[src/rtl/memmap_pkg.sv]
package memmap_pkg;

  // Bit positions inside the one-hot internal select bus.
  typedef enum int {
    SEL_RAM = 0,
    SEL_REG = 1,
    SEL_ROM = 2,
    SEL_EE  = 3
  } sel_idx_e;

  localparam int NUM_SEL = 4;

  // Request order presented to the priority chain (index 0 wins).
  localparam int PRIO_REG = 0;
  localparam int PRIO_RAM = 1;
  localparam int PRIO_ROM = 2;
  localparam int PRIO_EE  = 3;

endpackage

[src/rtl/mm_page_match.sv]
// Hit when the address lies on the given 4 KB-style page and its in-page
// offset is below SPAN bytes.
module mm_page_match #(
  parameter int ADDR_W = 16,
  parameter int PAGE_W = 4,
  parameter int SPAN   = 768
) (
  input  logic [ADDR_W-1:0] addr_i,
  input  logic [PAGE_W-1:0] page_i,
  output logic              hit_o
);
  localparam int OFS_W = ADDR_W - PAGE_W;
  localparam logic [OFS_W:0] LIMIT = (OFS_W+1)'(SPAN);

  logic page_eq;
  logic ofs_in;

  assign page_eq = (addr_i[ADDR_W-1 -: PAGE_W] == page_i);
  assign ofs_in  = ({1'b0, addr_i[OFS_W-1:0]} < LIMIT);
  assign hit_o   = page_eq && ofs_in;
endmodule

[src/rtl/mm_range_match.sv]
// Hit when the address lies in the fixed inclusive range [BASE, LAST].
module mm_range_match #(
  parameter int ADDR_W = 16,
  parameter int BASE   = 'hD000,
  parameter int LAST   = 'hFFFF
) (
  input  logic [ADDR_W-1:0] addr_i,
  output logic              hit_o
);
  localparam logic [ADDR_W-1:0] LO = ADDR_W'(BASE);
  localparam logic [ADDR_W-1:0] HI = ADDR_W'(LAST);

  assign hit_o = (addr_i >= LO) && (addr_i <= HI);
endmodule

[src/rtl/mm_prio_onehot.sv]
// Fixed priority chain: request 0 wins, the grant is one-hot or empty.
module mm_prio_onehot #(
  parameter int N = 4
) (
  input  logic [N-1:0] req_i,
  output logic [N-1:0] gnt_o,
  output logic         none_o
);
  for (genvar i = 0; i < N; i++) begin : g_chain
    if (i == 0) begin : g_first
      assign gnt_o[i] = req_i[i];
    end else begin : g_rest
      assign gnt_o[i] = req_i[i] & ~(|req_i[i-1:0]);
    end
  end
  assign none_o = ~(|req_i);
endmodule

[src/rtl/mm_map_window.sv]
// Map register with a one-shot write window counted in E-clock pulses.
module mm_map_window #(
  parameter int             MAP_W     = 8,
  parameter logic [MAP_W-1:0] RESET_VAL = 8'h01,
  parameter int             WINDOW    = 64
) (
  input  logic             clk,
  input  logic             rst_n,
  input  logic             e_en_i,
  input  logic             wr_req_i,
  input  logic [MAP_W-1:0] wdata_i,
  output logic [MAP_W-1:0] map_o,
  output logic             open_o
);
  localparam int CW = $clog2(WINDOW + 1);
  localparam logic [CW-1:0] LIMIT = CW'(WINDOW);

  logic [CW-1:0]    cnt_q;
  logic             done_q;
  logic [MAP_W-1:0] map_q;
  logic             under;

  assign under  = (cnt_q < LIMIT);
  assign open_o = under && !done_q;
  assign map_o  = map_q;

  always_ff @(posedge clk or negedge rst_n) begin
    if (!rst_n) begin
      cnt_q  <= '0;
      done_q <= 1'b0;
      map_q  <= RESET_VAL;
    end else if (e_en_i) begin
      if (under) begin
        cnt_q <= cnt_q + 1'b1;
      end
      if (wr_req_i && open_o) begin
        map_q  <= wdata_i;
        done_q <= 1'b1;
      end
    end
  end
endmodule

[src/rtl/memmap_decoder.sv]
module memmap_decoder
  import memmap_pkg::*;
#(
  parameter int ADDR_W    = 16,
  parameter int PAGE_W    = 4,
  parameter int RAM_BYTES = 768,
  parameter int REG_BYTES = 64,
  parameter int MAP_OFS   = 'h3D,
  parameter int MAP_RESET = 'h01,
  parameter int WINDOW    = 64,
  parameter int ROM_BASE  = 'hD000,
  parameter int ROM_LAST  = 'hFFFF,
  parameter int EE_BASE   = 'hB600,
  parameter int EE_LAST   = 'hB7FF,
  localparam int MAP_W    = 2 * PAGE_W
) (
  input  logic              clk,
  input  logic              rst_n,
  input  logic              e_en_i,
  input  logic              wr_i,
  input  logic [ADDR_W-1:0] addr_i,
  input  logic [MAP_W-1:0]  wdata_i,
  input  logic              single_chip_i,
  input  logic              rom_en_i,
  input  logic              ee_en_i,
  output logic [NUM_SEL-1:0] sel_o,
  output logic              ext_o,
  output logic [MAP_W-1:0]  rdata_o
);
  localparam int REG_OW = $clog2(REG_BYTES);
  localparam logic [REG_OW-1:0] MAP_OFS_L = REG_OW'(MAP_OFS);

  logic [MAP_W-1:0]   map_q;
  logic               win_open;
  logic               ram_hit, reg_hit, rom_range, ee_range;
  logic               map_hit, map_wr;
  logic [NUM_SEL-1:0] req, gnt;
  logic               none;

  // Region matchers: RAM and register block follow the map register.
  mm_page_match #(.ADDR_W(ADDR_W), .PAGE_W(PAGE_W), .SPAN(RAM_BYTES)) u_ram (
    .addr_i(addr_i), .page_i(map_q[MAP_W-1 -: PAGE_W]), .hit_o(ram_hit));

  mm_page_match #(.ADDR_W(ADDR_W), .PAGE_W(PAGE_W), .SPAN(REG_BYTES)) u_reg (
    .addr_i(addr_i), .page_i(map_q[PAGE_W-1:0]), .hit_o(reg_hit));

  mm_range_match #(.ADDR_W(ADDR_W), .BASE(ROM_BASE), .LAST(ROM_LAST)) u_rom (
    .addr_i(addr_i), .hit_o(rom_range));

  mm_range_match #(.ADDR_W(ADDR_W), .BASE(EE_BASE), .LAST(EE_LAST)) u_ee (
    .addr_i(addr_i), .hit_o(ee_range));

  // Map register location and one-shot write.
  assign map_hit = reg_hit && (addr_i[REG_OW-1:0] == MAP_OFS_L);
  assign map_wr  = wr_i && map_hit;

  mm_map_window #(.MAP_W(MAP_W), .RESET_VAL(MAP_W'(MAP_RESET)), .WINDOW(WINDOW)) u_map (
    .clk(clk), .rst_n(rst_n), .e_en_i(e_en_i), .wr_req_i(map_wr),
    .wdata_i(wdata_i), .map_o(map_q), .open_o(win_open));

  // Requests in priority order, then the fixed chain.
  always_comb begin
    req           = '0;
    req[PRIO_REG] = reg_hit;
    req[PRIO_RAM] = ram_hit;
    req[PRIO_ROM] = rom_range && (rom_en_i || single_chip_i);
    req[PRIO_EE]  = ee_range && ee_en_i;
  end

  mm_prio_onehot #(.N(NUM_SEL)) u_arb (.req_i(req), .gnt_o(gnt), .none_o(none));

  always_comb begin
    sel_o          = '0;
    sel_o[SEL_RAM] = gnt[PRIO_RAM];
    sel_o[SEL_REG] = gnt[PRIO_REG];
    sel_o[SEL_ROM] = gnt[PRIO_ROM];
    sel_o[SEL_EE]  = gnt[PRIO_EE];
  end

  assign ext_o   = none;
  assign rdata_o = map_hit ? map_q : '0;
endmodule

[config.mk]
export PLATFORM = sky130hd
export DESIGN_NAME = memmap_decoder
export DESIGN_NICKNAME = d
export VERILOG_FILES = /design/src/rtl/memmap_pkg.sv /design/src/rtl/mm_page_match.sv /design/src/rtl/mm_range_match.sv /design/src/rtl/mm_prio_onehot.sv /design/src/rtl/mm_map_window.sv /design/src/rtl/memmap_decoder.sv
export SDC_FILE = /design/constraint.sdc
export NUM_CORES = 1
export LEC_CHECK = 0
export BUFFER_PORTS_ARGS = -buffer_cell sky130_fd_sc_hd__buf_4
export CAP_MARGIN = 20
export CORE_ASPECT_RATIO = 0.6
export CORE_MARGIN = 10
export CORE_UTILIZATION = 40
export CTS_BUF_LIST = sky130_fd_sc_hd__clkbuf_4 sky130_fd_sc_hd__clkbuf_8 sky130_fd_sc_hd__clkbuf_16
export DETAILED_ROUTE_END_ITERATION = 10
export GPL_ROUTABILITY_DRIVEN = 0
export GPL_TIMING_DRIVEN = 0
export PLACE_DENSITY = 0.81
export SYNTH_ARGS = -nofsm -noshare
export SYNTH_HDL_FRONTEND = slang
export SYNTH_SLANG_ARGS = --single-unit
[constraint.sdc]
create_clock -name clk -period 3 [get_ports clk]
set_input_delay 0.45 -clock clk [delete_from_list [all_inputs] [get_ports clk]]
set_output_delay 0.45 -clock clk [all_outputs]
set_load 0.005 [all_outputs]
## Yosys cells after proc, flatten, opt, wreduce, memory -nomap -nowiden

Cells that the tools add are included.

- Output and inout bits: 13
- Word-level logic and storage cells: 39
- Flip-flop bits (word level): 16

- Eq/ne operators: 3
- Mux-type cells: 1
- Add/subtract/negate cells: 1
- Reduce and logical (&&, ||, !) cells: 17
- Magnitude comparators: 7
- Bitwise operators: 7

Operators with widths:

| kind | count |
|---|---|
| 16-bit greater-or-equal comparator, second input constant | 2 |
| 16-bit <= comparator, second input constant | 2 |
| 12-bit by 10-bit < comparator with 1-bit output, second input constant | 1 |
| 12-bit by 7-bit < comparator with 1-bit output, second input constant | 1 |
| 1-bit logical AND | 10 |
| 4-bit equality test | 2 |
| 8-bit 2-to-1 mux | 1 |
| 7-bit by 1-bit adder with 7-bit output, second input constant | 1 |
| 7-bit < comparator, second input constant | 1 |
| 6-bit equality test, second input constant | 1 |
| 1-bit inverter | 4 |
| 2-bit AND reduction | 2 |
| 4-bit OR reduction | 1 |
| 1-bit AND | 3 |
| 3-bit OR reduction | 1 |
| 2-bit OR reduction | 1 |
| 1-bit zero test | 1 |
| 1-bit logical OR | 1 |

## Logic depth before layout (Yosys ltp)

- Depth in word-level cells: 6
- Mapped depth: 6
- Mapped depth without buffers: 4

## By module

Synthesis repeated with hierarchy kept, for this count alone.

- Cells, all modules: 90
- Area total of the unflattened synthesis: 1017.2 um^2

Modules (own cells, without submodules):

| module | times used | area an instance (um^2) | cells an instance |
|---|---|---|---|
| mm_map_window | 1 | 674.4 | 43 |
| memmap_decoder | 1 | 136.4 | 24 |
| mm_page_match (u_ram) | 1 | 63.8 | 7 |
| mm_page_match (u_reg) | 1 | 61.3 | 7 |
| mm_prio_onehot | 1 | 48.8 | 5 |
| mm_range_match (u_ee) | 1 | 22.5 | 3 |
| mm_range_match (u_rom) | 1 | 10.0 | 1 |

## Worst setup path after synthesis

No wires, ideal clock.

- Kind: input to register
- Start point: in addr_i[1]
- End point: reg u_map.map_q[1] (netlist: u_map.map_o[1])
- Stages on the path: 5
- Arrival: 1.725 ns
- Setup time: 0.125 ns
- Path slack: 1.150 ns
- Path buffers: 1
- Required time: 2.875 ns
- Cells stage by stage: and4b_1 -> nand3_1 -> or4_1 -> buf_6 -> mux2_4

- Word-level cells in the longest chain between the ends: 6

RTL lines:

| element | line | text |
|---|---|---|
| start, declared | memmap_decoder.sv:21 | `input logic [ADDR_W-1:0] addr_i,` |
| 12-bit by 7-bit < comparator with 1-bit output | mm_page_match.sv:19 | `assign ofs_in = ({1'b0, addr_i[OFS_W-1:0]} < LIMIT);` |
| 1-bit logical AND | mm_page_match.sv:20 | `assign hit_o = page_eq && ofs_in;` |
| 1-bit logical AND (*) | memmap_decoder.sv:54 | `assign map_hit = reg_hit && (addr_i[REG_OW-1:0] == MAP_OFS_L);` |
| 1-bit logical AND (*) | memmap_decoder.sv:55 | `assign map_wr = wr_i && map_hit;` |
| 1-bit logical AND (*) | mm_map_window.sv:36 | `if (wr_req_i && open_o) begin` |
| 2-bit AND reduction (no source line) (*) | - |  |
| end signal, assigned | mm_map_window.sv:37 | `map_q <= wdata_i;` |
| end, declared | mm_map_window.sv:20 | `logic [MAP_W-1:0] map_q;` |

Every way passes the cells marked *; elsewhere a longest branch is shown, timed or not.
A chain may end at the register's enable or synchronous reset.

## Final worst setup path

- Start point: reg u_map.map_q[0] (netlist: u_map.map_o[0])
- End point: out rdata_o[7]

- Word-level cells in the longest chain between the ends: 4

RTL lines:

| element | line | text |
|---|---|---|
| 4-bit equality test | mm_page_match.sv:18 | `assign page_eq = (addr_i[ADDR_W-1 -: PAGE_W] == page_i);` |
| 1-bit logical AND | mm_page_match.sv:20 |  |
| 1-bit logical AND | memmap_decoder.sv:54 |  |
| 8-bit 2-to-1 mux | memmap_decoder.sv:81 | `assign rdata_o = map_hit ? map_q : '0;` |
| end, declared | memmap_decoder.sv:28 | `output logic [MAP_W-1:0] rdata_o` |

No other way between the ends.

==> impl_metrics.env <==
export IMPL_outcome="complete, no violations"
export IMPL_clk_insertion_delay_late_ns=0.24
export IMPL_synth_top_family_by_area="simple AND/OR/NAND/NOR gates"
export IMPL_vias_in_the_first_global_route=861
export IMPL_wl_per_cell_um=15.7
export IMPL_finalMaxSlewViolations=0
export IMPL_path_cells="xnor2_1, nand4_1, nor3_1, and2_1, buf_4"
export IMPL_synth_lib_cells_used_distinct=27
export IMPL_critPathCaptureType="output pin"
export IMPL_worst_skew_ns=0.000387
export IMPL_setup_worst_path_end="rdata_o[7]"
export IMPL_cts_htree_levels=1
export IMPL_max_freq_mhz=401
export IMPL_ff_latch_area_um2=402
export IMPL_die_x_um=82.0
export IMPL_route_vias_total=763
export IMPL_timing_critical_path_slowest_stage_cell="nor3_1"
export IMPL_detail_route_drc_violations=0
export IMPL_synth_compound_gate_area_share_pct=1.49
export IMPL_ys_ff_latch=16
export IMPL_syn_to_final_growth_pct=45.0
export IMPL_setup_viol_count_final=0
export IMPL_synthesis_instances=82
export IMPL_layout_commonest_cell="buf_4"
export IMPL_critical_path_max_stage_delay_ns=0.64
export IMPL_grt_remaining_overflow=0
export IMPL_cts_tree="built"
export IMPL_critical_path_reg2reg_endpoint="u_map.map_o[4]$_DFFE_PN0P_"
export IMPL_final_cell_mix="44 x buf_4, 15 x dfrtp_1, 8 x xnor2_1, 8 x and2_1, 8 x mux2_4"
export IMPL_cp_num_cells=5
export IMPL_final_hold_viol_count=0
export IMPL_yosys_area_top_type_share_pct=40.7
export IMPL_edff_count_synth=0
export IMPL_placement_cell_area_um2=1280
export IMPL_total_area_of_multi_input_combinational_cells_um2=499
export IMPL_fraction_of_registers_with_async_set_or_reset_after_synthesis_pct=100
export IMPL_filler_cell_count=192
export IMPL_r2r_start="u_map.map_o[0]$_DFFE_PN1P_"
export IMPL_path_class="reg -> out"
export IMPL_port_buffers=43
export IMPL_crit_start="u_map.map_o[0]$_DFFE_PN1P_"
export IMPL_grt_first_pass_wirelength_mm=4.06
export IMPL_groute_usage_overall_pct=10.9
export IMPL_worstMarginPinSlew_ns=0.741
export IMPL_timing_slew_headroom_pct=50.3
export IMPL_final_wirelength_mm=2.50
export IMPL_synth_xor_xnor_area_share_pct=12.3
export IMPL_rr_worst_depth=5
export IMPL_drtIter0Drc=32
export IMPL_worst_hold_slack_ns=0.0483
export IMPL_synth_area_um2=923
export IMPL_core_area_um2=2180
export IMPL_rrSetupSlack_ns=1.03
export IMPL_crit_buf_inv=1
export IMPL_floorplan_die_height_um=57.2
export IMPL_timing_critical_path_max_delay_family="simple AND/OR/NAND/NOR gates"
export IMPL_n_antenna_cell=0
export IMPL_period_share_pct=83.2
export IMPL_period_minus_slack_ns=2.50
export IMPL_max_clock_path_buffers=2
export IMPL_irDropWorstVdd_mv=0.281
export IMPL_cts_clock_pin_slew_for_the_worst_setup_and_hold_paths_ns=0.06
export IMPL_layout_nets=162
export IMPL_post_route_cells_drive_above_1_share_pct=46.5
export IMPL_final_area_um2=1340
export IMPL_cts_root_buffer="clkbuf_8"
export IMPL_grt_antenna_before_repair=0
export IMPL_fp_row_count=13
export IMPL_yosys_area_top_type="dfrtp_1"
export IMPL_number_of_buffers_added_to_fix_hold_violations_after_cts=0
export IMPL_ys_top_cells_by_area="dfrtp_1 41%, mux2_4 13%, xnor2_1 7.6%"
export IMPL_drv_cap=0
export IMPL_dr_vias_cell=4.80
export IMPL_detail_route_antenna_nets=0
export IMPL_ys_warn_count=0
export IMPL_numClockSinks=16
export IMPL_initial_utilization_pct=42.4
export IMPL_synthesis_area_per_instance_um2=11.3
export IMPL_total_leakage_power_nw=0.676
export IMPL_synth_simple_gate_area_share_pct=24.7
export IMPL_postSynth_topFlopCell="dfrtp_1"
export IMPL_floorplan_die_area_um2=4690
export IMPL_postCtsSetupRepairBufs=0
export IMPL_dpl_hpwl_mm=2.11
export IMPL_crit_path_start_kind="flop"
export IMPL_seq_area_frac_synth_pct=43.5
export IMPL_multiplexer_share_of_the_synthesized_area_pct=14.2
export IMPL_ios=44
export IMPL_yosys_area_share_adder_pct=1.36
export IMPL_cp_arrival_ns=2.05
export IMPL_powerDensity_nw_per_um2=466
export IMPL_critical_path_required_ns=2.55
export IMPL_post_route_setup_tns_ns=0
export IMPL_drt_pass1_iter_count=4
export IMPL_worstHoldPathType="in -> async"
export IMPL_grt_setup_unrepaired="false"
export IMPL_grt_start_max_net_pins=17
export IMPL_cts_buffers=3
export IMPL_crit_path_max_fanout=8
export IMPL_synth_net_count=114
export IMPL_post_cts_resized_instances=0
-- synth_stat cells, drive strengths merged, types with 3 or more instances --
library cell  number
nand2              6
dfrtp             15
mux2               9
and2               8
nor2               5
xor2               5
nand4              4
nor4               3
xnor2              8
-- state kept, by name (all words and copies together), names as in the netlist --
name / flops
u_map.map_o: 8
u_map.cnt_q: 7
u_map.done_q: 1
-- where the power goes --
| group | switching (W) | internal [W] | total [W] |
|---|---|---|---|
| Combinational | 0.0000553 | 0.0000817 | 0.000137 |
| Sequential | 0.0000425 | 0.000263 | 0.000305 |
| Clock | 0.0000658 | 0.000116 | 0.000182 |
-- per-layer routing --
layer	GRT usage (%)	vias to the layer above	share of wire (%)
li1	-	382	-
met1	11.9	350	40
met2	18.7	29	52
met3	4.06	2	7.6
met4	4.59	0	1.1
met5	0	-	0
-- worst min path at each step --
stage          start                    endpoint  slack [ns]  cells past startpoint
5_1_grt        rst_n  u_map.cnt_q[1]$_DFFE_PN0P_        0.05                      1
3_3_place_gp   rst_n  u_map.cnt_q[0]$_DFFE_PN0P_        0.31                      1
6_report       rst_n  u_map.map_o[2]$_DFFE_PN0P_        0.05                      1
3_5_place_dp   rst_n  u_map.map_o[2]$_DFFE_PN0P_        0.31                      1
4_1_cts        rst_n  u_map.cnt_q[2]$_DFFE_PN0P_        0.05                      1
2_1_floorplan  rst_n  u_map.cnt_q[0]$_DFFE_PN0P_        0.15                      0
-- kinds of logic after synthesis --
| family | count (synthesis) |
|---|---|
| multiplexers | 9 |
| buffers and inverters | 3 |
| flip-flops | 16 |
| XOR/XNOR | 13 |
| AO/OA/AOI/OAI | 2 |
| AND/OR/NAND/NOR | 38 |
| adder cells (fa/ha/maj) | 1 |
-- cell type report --
| class | instances | area share (%) |
|---|---|---|
| sequential | 16 | 30.0 |
| buffer | 3 | 1.68 |
| multi-input combinational | 63 | 37.3 |
| timing repair buffer | 43 | 24.1 |
| clock buffer | 4 | 4.11 |
| tap | 30 | 2.80 |
-- through the flow --
step / power (W) / utilization (%) / setup WS (ns) / instances
2_1_floorplan: 0.000382 / - / 1.15 / 82
3_3_place_gp: 0.000438 / 58.9 / 0.737 / 155
3_5_place_dp: 0.000445 / 58.9 / 0.716 / 155
4_1_cts: 0.000629 / 61.4 / 0.546 / 159
5_1_grt: 0.000669 / 61.4 / 0.343 / 159
6_report: 0.000624 / 61.4 / 0.503 / 159
(Power assumes the default switching activity.)
